[src/rtl/wire_break_filter.sv]
module wire_break_filter #(
  parameter int MAX_CELLS = 5,
  parameter int MIN_CELLS = 3,
  parameter int MAX_DELAY = 14,
  parameter int CNT_W     = 4,
  localparam int CC_W     = $clog2(MAX_CELLS + 1)
) (
  input  logic                 clk,
  input  logic                 rst_n,
  input  logic                 enable,
  input  logic                 sample_stb,
  input  logic                 quick_mode,
  input  logic [CC_W-1:0]      cell_count,
  input  logic [CNT_W-1:0]     delay_cycles,
  input  logic [MAX_CELLS-1:0] cell_low,
  output logic                 fault
);

  logic [CC_W-1:0]      eff_cells;
  logic [MAX_CELLS-1:0] cell_mask;
  logic [CNT_W-1:0]     eff_delay;
  logic [CNT_W-1:0]     run_cnt;
  logic [CNT_W:0]       run_inc;
  logic                 any_low;
  logic                 toward;

  assign eff_cells = (cell_count < CC_W'(MIN_CELLS)) ? CC_W'(MIN_CELLS) :
                     (cell_count > CC_W'(MAX_CELLS)) ? CC_W'(MAX_CELLS) : cell_count;

  for (genvar g = 0; g < MAX_CELLS; g++) begin : g_mask
    assign cell_mask[g] = (CC_W'(g) < eff_cells);
  end

  assign any_low   = |(cell_low & cell_mask);
  assign eff_delay = quick_mode                        ? CNT_W'(1) :
                     (delay_cycles == '0)              ? CNT_W'(1) :
                     (delay_cycles > CNT_W'(MAX_DELAY)) ? CNT_W'(MAX_DELAY) : delay_cycles;

  // a sample "toward" the opposite state extends the run; anything else restarts it
  assign toward  = fault ? !any_low : any_low;
  assign run_inc = {1'b0, run_cnt} + 1'b1;

  always_ff @(posedge clk) begin
    if (!rst_n || !enable) begin
      fault   <= 1'b0;
      run_cnt <= '0;
    end else if (sample_stb) begin
      if (!toward) begin
        run_cnt <= '0;
      end else if (run_inc >= {1'b0, eff_delay}) begin
        fault   <= !fault;
        run_cnt <= '0;
      end else begin
        run_cnt <= run_inc[CNT_W-1:0];
      end
    end
  end

endmodule

[config.mk]
export PLATFORM = sky130hd
export DESIGN_NAME = wire_break_filter
export DESIGN_NICKNAME = d
export VERILOG_FILES = /design/src/rtl/wire_break_filter.sv
export SDC_FILE = /design/constraint.sdc
export NUM_CORES = 1
export LEC_CHECK = 0
export ABC_AREA = 1
export CORE_AREA = 2 2 39 41
export DETAILED_ROUTE_END_ITERATION = 10
export DIE_AREA = 0 0 41 43
export GPL_TIMING_DRIVEN = 0
export PLACE_DENSITY = 0.68
export SLEW_MARGIN = 20
export SYNTH_ARGS = -nofsm -noshare
export SYNTH_HDL_FRONTEND = slang
export SYNTH_SLANG_ARGS = --single-unit
[constraint.sdc]
create_clock -name clk -period 2.7 [get_ports clk]
set_input_delay 0.27 -clock clk [delete_from_list [all_inputs] [get_ports clk]]
set_output_delay 0.27 -clock clk [all_outputs]
set_load 0.02 [all_outputs]
==> results of run 1 <==
-- layout make-up --
| class | instances | area (um^2) | area share [%] |
|---|---|---|---|
| Buffer | 1 | 3.75 | 0.556 |
| Clock buffer | 4 | 26.3 | 3.89 |
| Inverter | 15 | 56.3 | 8.33 |
| Multi-Input combinational cell | 54 | 309 | 45.7 |
| Sequential cell | 5 | 100 | 14.8 |
| Tap cell | 16 | 20.0 | 2.96 |
| Timing Repair Buffer | 16 | 160 | 23.7 |
-- routing by layer --
layer / vias to the layer above / wire length (um) / track usage, %
li1: 281 / - / -
met1: 213 / 401 / 14.8
met2: 12 / 517 / 25.3
met3: 2 / 32 / 3.14
met4: 0 / 11 / 8.00
met5: - / 0 / 0
-- metrics by stage --
stage | utilization (%) | area, um^2
after floorplan | - | 469
after global placement | 46.9 | 649
after detailed placement | 46.9 | 649
after CTS | 48.8 | 676
after global routing | 48.8 | 676
final | 48.8 | 676
-- layout by cell type (no fill, tap or decap) --
cell type / instances
o21ai_1: 2
o21ai_0: 5
nand4_1: 1
clkbuf_4: 3
nor2_1: 6
o31ai_1: 1
ha_1: 5
dfxtp_1: 5
xnor2_1: 1
o211ai_1: 1
inv_1: 15
nand2_1: 18
nand2_2: 2
a21oi_1: 4
nor2_2: 1
a21oi_2: 2
clkdlybuf4s50_1: 16
nand3_1: 2
o22ai_1: 1
clkbuf_1: 2
nand3_2: 1
xor2_1: 1
-- power by group through the flow --
stage                     clock (W)  combinational, W  sequential (W)
after global routing      0.0000959         0.0000847       0.0000811
final                     0.0000874         0.0000733       0.0000807
after detailed placement          0         0.0000745       0.0000821
after CTS                 0.0000903         0.0000748       0.0000806
after global placement            0         0.0000725       0.0000819
after floorplan                   0         0.0000406       0.0000822
-- sequential cells by signal, indices dropped and copies added, names as in the netlist --
signal and flops:
run_cnt 4, fault 1
-- logic make-up (layout without fill, tap and decap cells) --
group           after synthesis  after routing  synth area share, %
simple gates                 31             31                 28.8
buf+inv                      16             36                 12.8
compound gates               16             16                 20.0
flops                         5              5                 21.3
xor+xnor                      2              2                 3.73
fa+ha+maj                     5              5                 13.3
-- worst reg2reg max path, cell delays in order, from the launching register on --
cell and delay [ns]:
dfxtp_1 0.41, ha_1 0.23, xnor2_1 0.15, inv_1 0.07, ha_1 0.30, nand2_1 0.05
a21oi_1 0.14, nor2_2 0.05, nand2_2 0.11, nand2_1 0.06, o21ai_1 0.13, nor2_1 0.05
-- path summary, 6_finish.rpt --
path,start,endpoint,depth (start not counted)
worst min-delay path,sample_stb,run_cnt[3],2
worst max register to register,run_cnt[0],fault,11
worst min register to register,fault,fault,2
worst max-delay path,run_cnt[0],fault,11
==> results_dict.tcl, run 1 <==
set metrics [dict create \
    path_buf_inv 1 \
    final-max-slew-violation-count 0 \
    final_antenna_net_count 0 \
    p_sw_share_pct 28.8 \
    cts-buffers-inserted 3 \
    synth_common_cells "nand2_1 (18), inv_1 (15), nor2_1 (6)" \
    cts_tree "built" \
    min_period_over_period_pct 69.4 \
    root_buffer "clkbuf_4" \
    reg2reg_slack_ns 0.83 \
    final_nets 118 \
    hold_path_class "input port to register" \
    total_power_w 0.000241 \
    post_drt_wl_per_cell_um 8.67 \
    dp.cells 107 \
    path_cells "ha_1 > xnor2_1 > inv_1 > ha_1 > nand2_1 > a21oi_1 > nor2_2 > nand2_2 > nand2_1 > o21ai_1 > nor2_1" \
    crit_type "register to register" \
    clock_path_buffers 2 \
    vias 508 \
    syn_area_per_cell_um2 6.26 \
    track_usage_pct 14.6 \
    cp_top_family "adder cells" \
    setup_viol 0 \
    hold_ws_ns 0.455 \
    cts_setup_buffers 0 \
    synth.ff_latch_count 5 \
    die_x_um 41 \
    path_clk_slew_ns 0.05 \
    drv_cap 0 \
    fmax_ghz 0.534 \
    relSlewSlack_pct 71.9 \
    core_um2 1380 \
    drt_iter0_drc 6 \
    worstMarginPinSlew_ns 0.421 \
    gp_congestion 0.672 \
    final_cells 111 \
    antenna_cells 0 \
    area_growth_pct 44.0 \
    synth_flop_cell "dfxtp_1" \
    synth_edf_count 0 \
    fillers 154 \
    htree_levels 1 \
    synth.top_cell.area_share_pct 21.3 \
    pwr-share-seq_pct 33.4 \
    hpwlAfterDp_um 866 \
    cts_resized 0 \
    ys_async_sr_fraction_pct 0 \
    ys_seq_area_share_pct 21.3 \
    p_leak_nw 0.326 \
    drc 0 \
    clock_sinks 5 \
    wl_um 962 \
    max-vdd-ir-drop_v 0.000191 \
    worstSetupEndpointType "register" \
    port_buffers 16 \
    max_stage_delay_ns 0.41 \
    cp.required_ns 2.83 \
    io_pins 18 \
    worst_clock_skew_ns 0.00203 \
    viasPerCell 4.58 \
    dp_slack_ns 0.659 \
    start_util_pct 33.9 \
    synth_area_leader_cell "dfxtp_1" \
    cp_max_fo 6 \
    drive_gt1_share_pct 9.47 \
    p_int_w 0.000172 \
    rows 14 \
    antenna_found_initial 0 \
    power_switching_w 0.0000696 \
    cp-start-kind "register" \
    synthTopCellsByArea "dfxtp_1 (21%), nand2_1 (14%), ha_1 (13%)" \
    outcome "completed" \
    report.final.hold_viol_count 0 \
    slowest_stage "dfxtp_1" \
    fin_tns_setup_ns 0 \
    synthCells 75 \
    die-area_um2 1760 \
    pwr-share-comb_pct 30.4 \
    grt_max_degree 11 \
    fin_ws_ns 0.826 \
    rsz0062_at_grt "false" \
    clk_latency_ns 0.24 \
    ys.warnings.count 0 \
    syn-cell-area_um2 469 \
    power.share.clock_pct 36.2 \
    grt_pass1_vias 491 \
    grt.overflow.total 0 \
    die_height_um 43 \
    post-synth-top-count-cell "nand2_1" \
    hold_buffers 0 \
    syn-num-nets 97 \
    grt_pass1_wl_um 1760 \
    ys_types 20 \
    critPathArrivalTime_ns 2.00 \
    period_minus_slack_ns 1.87 \
    dr.pass1.iters 4 \
    power.density_nw_per_um2 357 \
]
No activity file was read; power rests on OpenSTA's default activity.
==> run 2: changes to the inputs <==
Clock period 2.7 ns to 1.9 ns, I/O delays scaled along.
==> results_dict.tcl, run 2 (synthesized netlist as in run 1, its figures left out) <==
set metrics [dict create \
    track_usage_pct 14.6 \
    drive_gt1_share_pct 15.6 \
    io_pins 18 \
    holdPathEnd "run_cnt[3]" \
    hold_start "sample_stb" \
    fmax_ghz 0.576 \
    p_leak_nw 0.330 \
    critPathArrivalTime_ns 1.87 \
    hold_ws_ns 0.375 \
    cts-buffers-inserted 3 \
    relSlewSlack_pct 72.0 \
    reg_top3 "run_cnt (4), fault (1)" \
    root_buffer "clkbuf_4" \
    crit_type "register to register" \
    clock_path_buffers 2 \
    rows 14 \
    port_buffers 16 \
    drv_cap 0 \
    grt_pass1_vias 491 \
    max-vdd-ir-drop_v 0.000275 \
    hold_path_class "input port to register" \
    core_um2 1380 \
    path_clk_slew_ns 0.04 \
    post_dp_cell_area_um2 649 \
    largest-register "run_cnt" \
    fillers 150 \
    holdPathStages 2 \
    dp_slack_ns -0.0611 \
    wl_um 1010 \
    fin_ws_ns 0.164 \
    grt_pass1_wl_um 1760 \
    drc 0 \
    seqCellArea_um2 103 \
    hpwlAfterDp_um 866 \
    worstMarginPinSlew_ns 0.419 \
    layout_commonest_cell "nand2_1" \
    r2r-start "run_cnt[0]" \
    largest_register_ffs 4 \
    die_height_um 43 \
    start_util_pct 33.9 \
    clk_latency_ns 0.24 \
    cp-start-kind "register" \
    cts_tree "built" \
    r2r_cells 11 \
    area_growth_pct 51.2 \
    die_x_um 41 \
    dr.pass1.iters 3 \
    min_period_over_period_pct 91.3 \
    final-max-slew-violation-count 0 \
    grt_max_degree 11 \
    timing.rr.end "fault" \
    gp_congestion 0.672 \
    report.final.hold_viol_count 0 \
    drt_iter0_drc 10 \
    antenna_cells 0 \
    clock_sinks 5 \
    htree_levels 1 \
    period_minus_slack_ns 1.74 \
    final_antenna_net_count 0 \
    outcome "completed" \
    multi_input_area_um2 333 \
    cp_max_fo 6 \
    grt.overflow.total 0 \
    setup_viol 0 \
    viasPerCell 4.66 \
    power.density_nw_per_um2 491 \
    rsz0062_at_grt "false" \
    worst_clock_skew_ns 0.00179 \
    reg2reg_slack_ns 0.16 \
    final_cell_mix "nand2_1 (18), clkdlybuf4s50_1 (16), inv_1 (15)" \
    die-area_um2 1760 \
    post_drt_wl_per_cell_um 8.98 \
    vias 522 \
    final_nets 119 \
    worstSetupEndpointType "register" \
    cp.required_ns 2.03 \
    final_area_um2 709 \
    antenna_found_initial 0 \
    hold_buffers 0 \
]
[run 2: critical path, cell delays in order (launching register included)]
cell     delay [ns]
dfxtp_2        0.39
ha_4           0.17
xnor2_2        0.11
inv_1          0.07
ha_1           0.30
nand2_1        0.06
a21oi_2        0.13
nor2_2         0.05
nand2_2        0.11
nand2_1        0.06
o21ai_1        0.13
nor2_1         0.05
[run 2: how the worst max path moves through the flow]
stage / startpoint / to / cells after the start
2_1_floorplan: run_cnt[0] / fault / 11
3_3_place_gp: quick_mode / fault / 13
3_5_place_dp: quick_mode / fault / 13
4_1_cts: run_cnt[0] / fault / 11
5_1_grt: run_cnt[0] / fault / 11
6_report: run_cnt[0] / fault / 11
[run 2: cell type report]
cell class	count	share of cell area [%]
plain buffers	1	0.529
inverters	15	7.94
multi-input cells	54	46.9
clock buffers	4	3.70
flip-flops and latches	5	14.5
well taps	16	2.82
repair buffers	17	23.6
[run 2: timing repair]
action,4_1_cts,5_1_grt
buffers inserted,0,1
setup endpoints to repair,0,5
resized for setup,0,6
[run 2: routing by layer]
layer	wire, um	global-route usage [%]
met5	0	0
met4	11	8.00
met3	32	3.14
met2	545	25.3
met1	417	14.8
[run 2: stage by stage]
step                      utilization (%)  total power (W)  cells  TNS, ns
final                                51.3         0.000349    112        0
after global routing                 51.3         0.000378    112        0
after CTS                            48.8         0.000349    111        0
after detailed placement             46.9         0.000222    107  -0.0970
after global placement               46.9         0.000219    107  -0.0240
after floorplan                         -         0.000175     75        0
[run 2: where the power goes]
part / internal (W) / switching (W)
Clock: 0.0000794 / 0.0000441
Combinational: 0.0000578 / 0.0000509
Sequential: 0.000110 / 0.00000604
Total: 0.000247 / 0.000101
==> run 3: changes to the inputs <==
Settings changed: DONT_BUFFER_PORTS set to 1, GPL_TIMING_DRIVEN 0 to 1, PLACE_DENSITY 0.68 to 0.5.
==> results_dict.tcl, run 3 (synthesized netlist as in run 1, its figures left out) <==
set metrics [dict create \
    outcome "completed" \
    p_int_w 0.000217 \
    gp_congestion 0.695 \
    start_util_pct 33.9 \
    rows 14 \
    drive_gt1_share_pct 16.7 \
    fmax_ghz 0.583 \
    rsz0062_at_grt "false" \
    worstSetupEndpointType "register" \
    grt_pass1_wl_um 1560 \
    cp_max_fo 6 \
    min_period_over_period_pct 90.2 \
    post_dp_cell_area_um2 485 \
    final_area_um2 534 \
    cp_top_family "adder cells" \
    period_minus_slack_ns 1.71 \
    largest_register_ffs 4 \
    p_sw_share_pct 29.0 \
    hold_path_class "input port to register" \
    area_growth_pct 13.9 \
    grt_pass1_vias 435 \
    critPathArrivalTime_ns 1.88 \
    final_antenna_net_count 0 \
    antenna_cells 0 \
    pwr-share-comb_pct 21.4 \
    vias 454 \
    final-max-slew-violation-count 0 \
    cp.required_ns 2.07 \
    track_usage_pct 12.8 \
    post_drt_wl_per_cell_um 9.70 \
    fin_tns_setup_ns 0 \
    hold_start "sample_stb" \
    grt_util_met1_pct 14.8 \
    wl_um 912 \
    use_met3_pct 7.85 \
    setup_viol 0 \
    viasPerCell 4.83 \
    seqCellArea_um2 103 \
    slowest_stage "dfxtp_2" \
    htree_levels 1 \
    final_util_pct 38.6 \
    cp-start-kind "register" \
    p_leak_nw 0.263 \
    top_usage_layer "met2" \
    holdPathStages 1 \
    reg2reg_slack_ns 0.19 \
    drv_cap 0 \
    die-area_um2 1760 \
    path_buf_inv 1 \
    cts_tree "built" \
    io_pins 18 \
    report.final.hold_viol_count 0 \
    die_x_um 41 \
    power_switching_w 0.0000887 \
    dr.pass1.iters 3 \
    relSlewSlack_pct 80.7 \
    hpwlAfterDp_um 785 \
    drt_iter0_drc 1 \
    clock_sinks 5 \
    met2_usage_pct 20.6 \
    worst_clock_skew_ns 0.00182 \
    drc 0 \
    path_cells "ha_4 > xnor2_2 > inv_1 > ha_1 > nand2_1 > a21oi_1 > nor2_2 > nand2_2 > nor2_1 > nand2_1 > a21oi_1" \
    grt.overflow.total 0 \
    fillers 167 \
    layout_commonest_cell "nand2_1" \
    grt_max_degree 11 \
    clk_latency_ns 0.24 \
    r2r_cells 11 \
    power.density_nw_per_um2 573 \
    hold_buffers 0 \
    pwr-share-seq_pct 38.5 \
    timing.rr.end "run_cnt[0]" \
    power.share.clock_pct 40.1 \
    max_stage_delay_ns 0.35 \
    cts-buffers-inserted 3 \
    port_buffers 0 \
    final_cell_mix "nand2_1 (18), inv_1 (15), nor2_1 (6)" \
    final_nets 101 \
    r2r-start "run_cnt[0]" \
    max-vdd-ir-drop_v 0.000510 \
    antenna_found_initial 0 \
    clock_path_buffers 2 \
    reg_top3 "run_cnt (4), fault (1)" \
    multi_input_area_um2 329 \
    core_um2 1380 \
    crit_type "register to register" \
    root_buffer "clkbuf_4" \
    path_clk_slew_ns 0.04 \
    worstMarginPinSlew_ns 0.289 \
    die_height_um 43 \
    largest-register "run_cnt" \
    holdPathEnd "run_cnt[2]" \
]
## run 3: changes by cell type in the layout (fill, tap and decap cells not counted), sizes merged
| cell | delta |
|---|---|
| buf | -1 |
| clkbuf | -1 |
| clkdlybuf4s50 | -16 |
## run 3: layout make-up
type | count | share of cell area [%]
Clock buffer | 4 | 4.92
Tap cell | 16 | 3.75
Inverter | 15 | 10.5
Sequential cell | 5 | 19.2
Multi-Input combinational cell | 54 | 61.6
## run 3: repair_timing
item / 4_1_cts / 5_1_grt
setup endpoints to repair: 0 / 5
gates resized for setup: 0 / 5
buffers inserted: 0 / 0
## run 3: power groups by stage
stage               combinational [W]  sequential [W]  clock, W
CTS                         0.0000655        0.000116  0.000131
global placement            0.0000645        0.000118         0
finish                      0.0000656        0.000118  0.000123
floorplan                   0.0000577        0.000117         0
detailed placement          0.0000650        0.000118         0
global route                0.0000768        0.000119  0.000135
## run 3: worst max-delay path by stage
stage                     cells after the start          to  slack (ns)        from
final                                        11  run_cnt[0]        0.19  run_cnt[0]
after global routing                         11  run_cnt[1]        0.02  run_cnt[0]
after floorplan                              11       fault        0.20  run_cnt[0]
after CTS                                    11  run_cnt[0]        0.04  run_cnt[0]
after global placement                       11  run_cnt[0]        0.08  run_cnt[0]
after detailed placement                     11       fault        0.06  run_cnt[0]
## run 3: per-stage QoR
step	instances	total power [W]	setup slack [ns]	hold slack, ns
floorplan	75	0.000175	0.203	0.430
global placement	90	0.000183	0.0841	0.276
detailed placement	90	0.000183	0.0615	0.278
CTS	94	0.000313	0.0410	0.0159
global route	94	0.000331	0.0246	0.00519
finish	94	0.000306	0.186	0.0201
## run 3: routing by layer
metal  part of all wire [%]  vias up  routed length, um
met1                     43      196                390
li1                       -      245                  -
met2                     52       13                473
met3                    5.3        0                 48
met5                      0        -                  0
met4                      0        0                  0
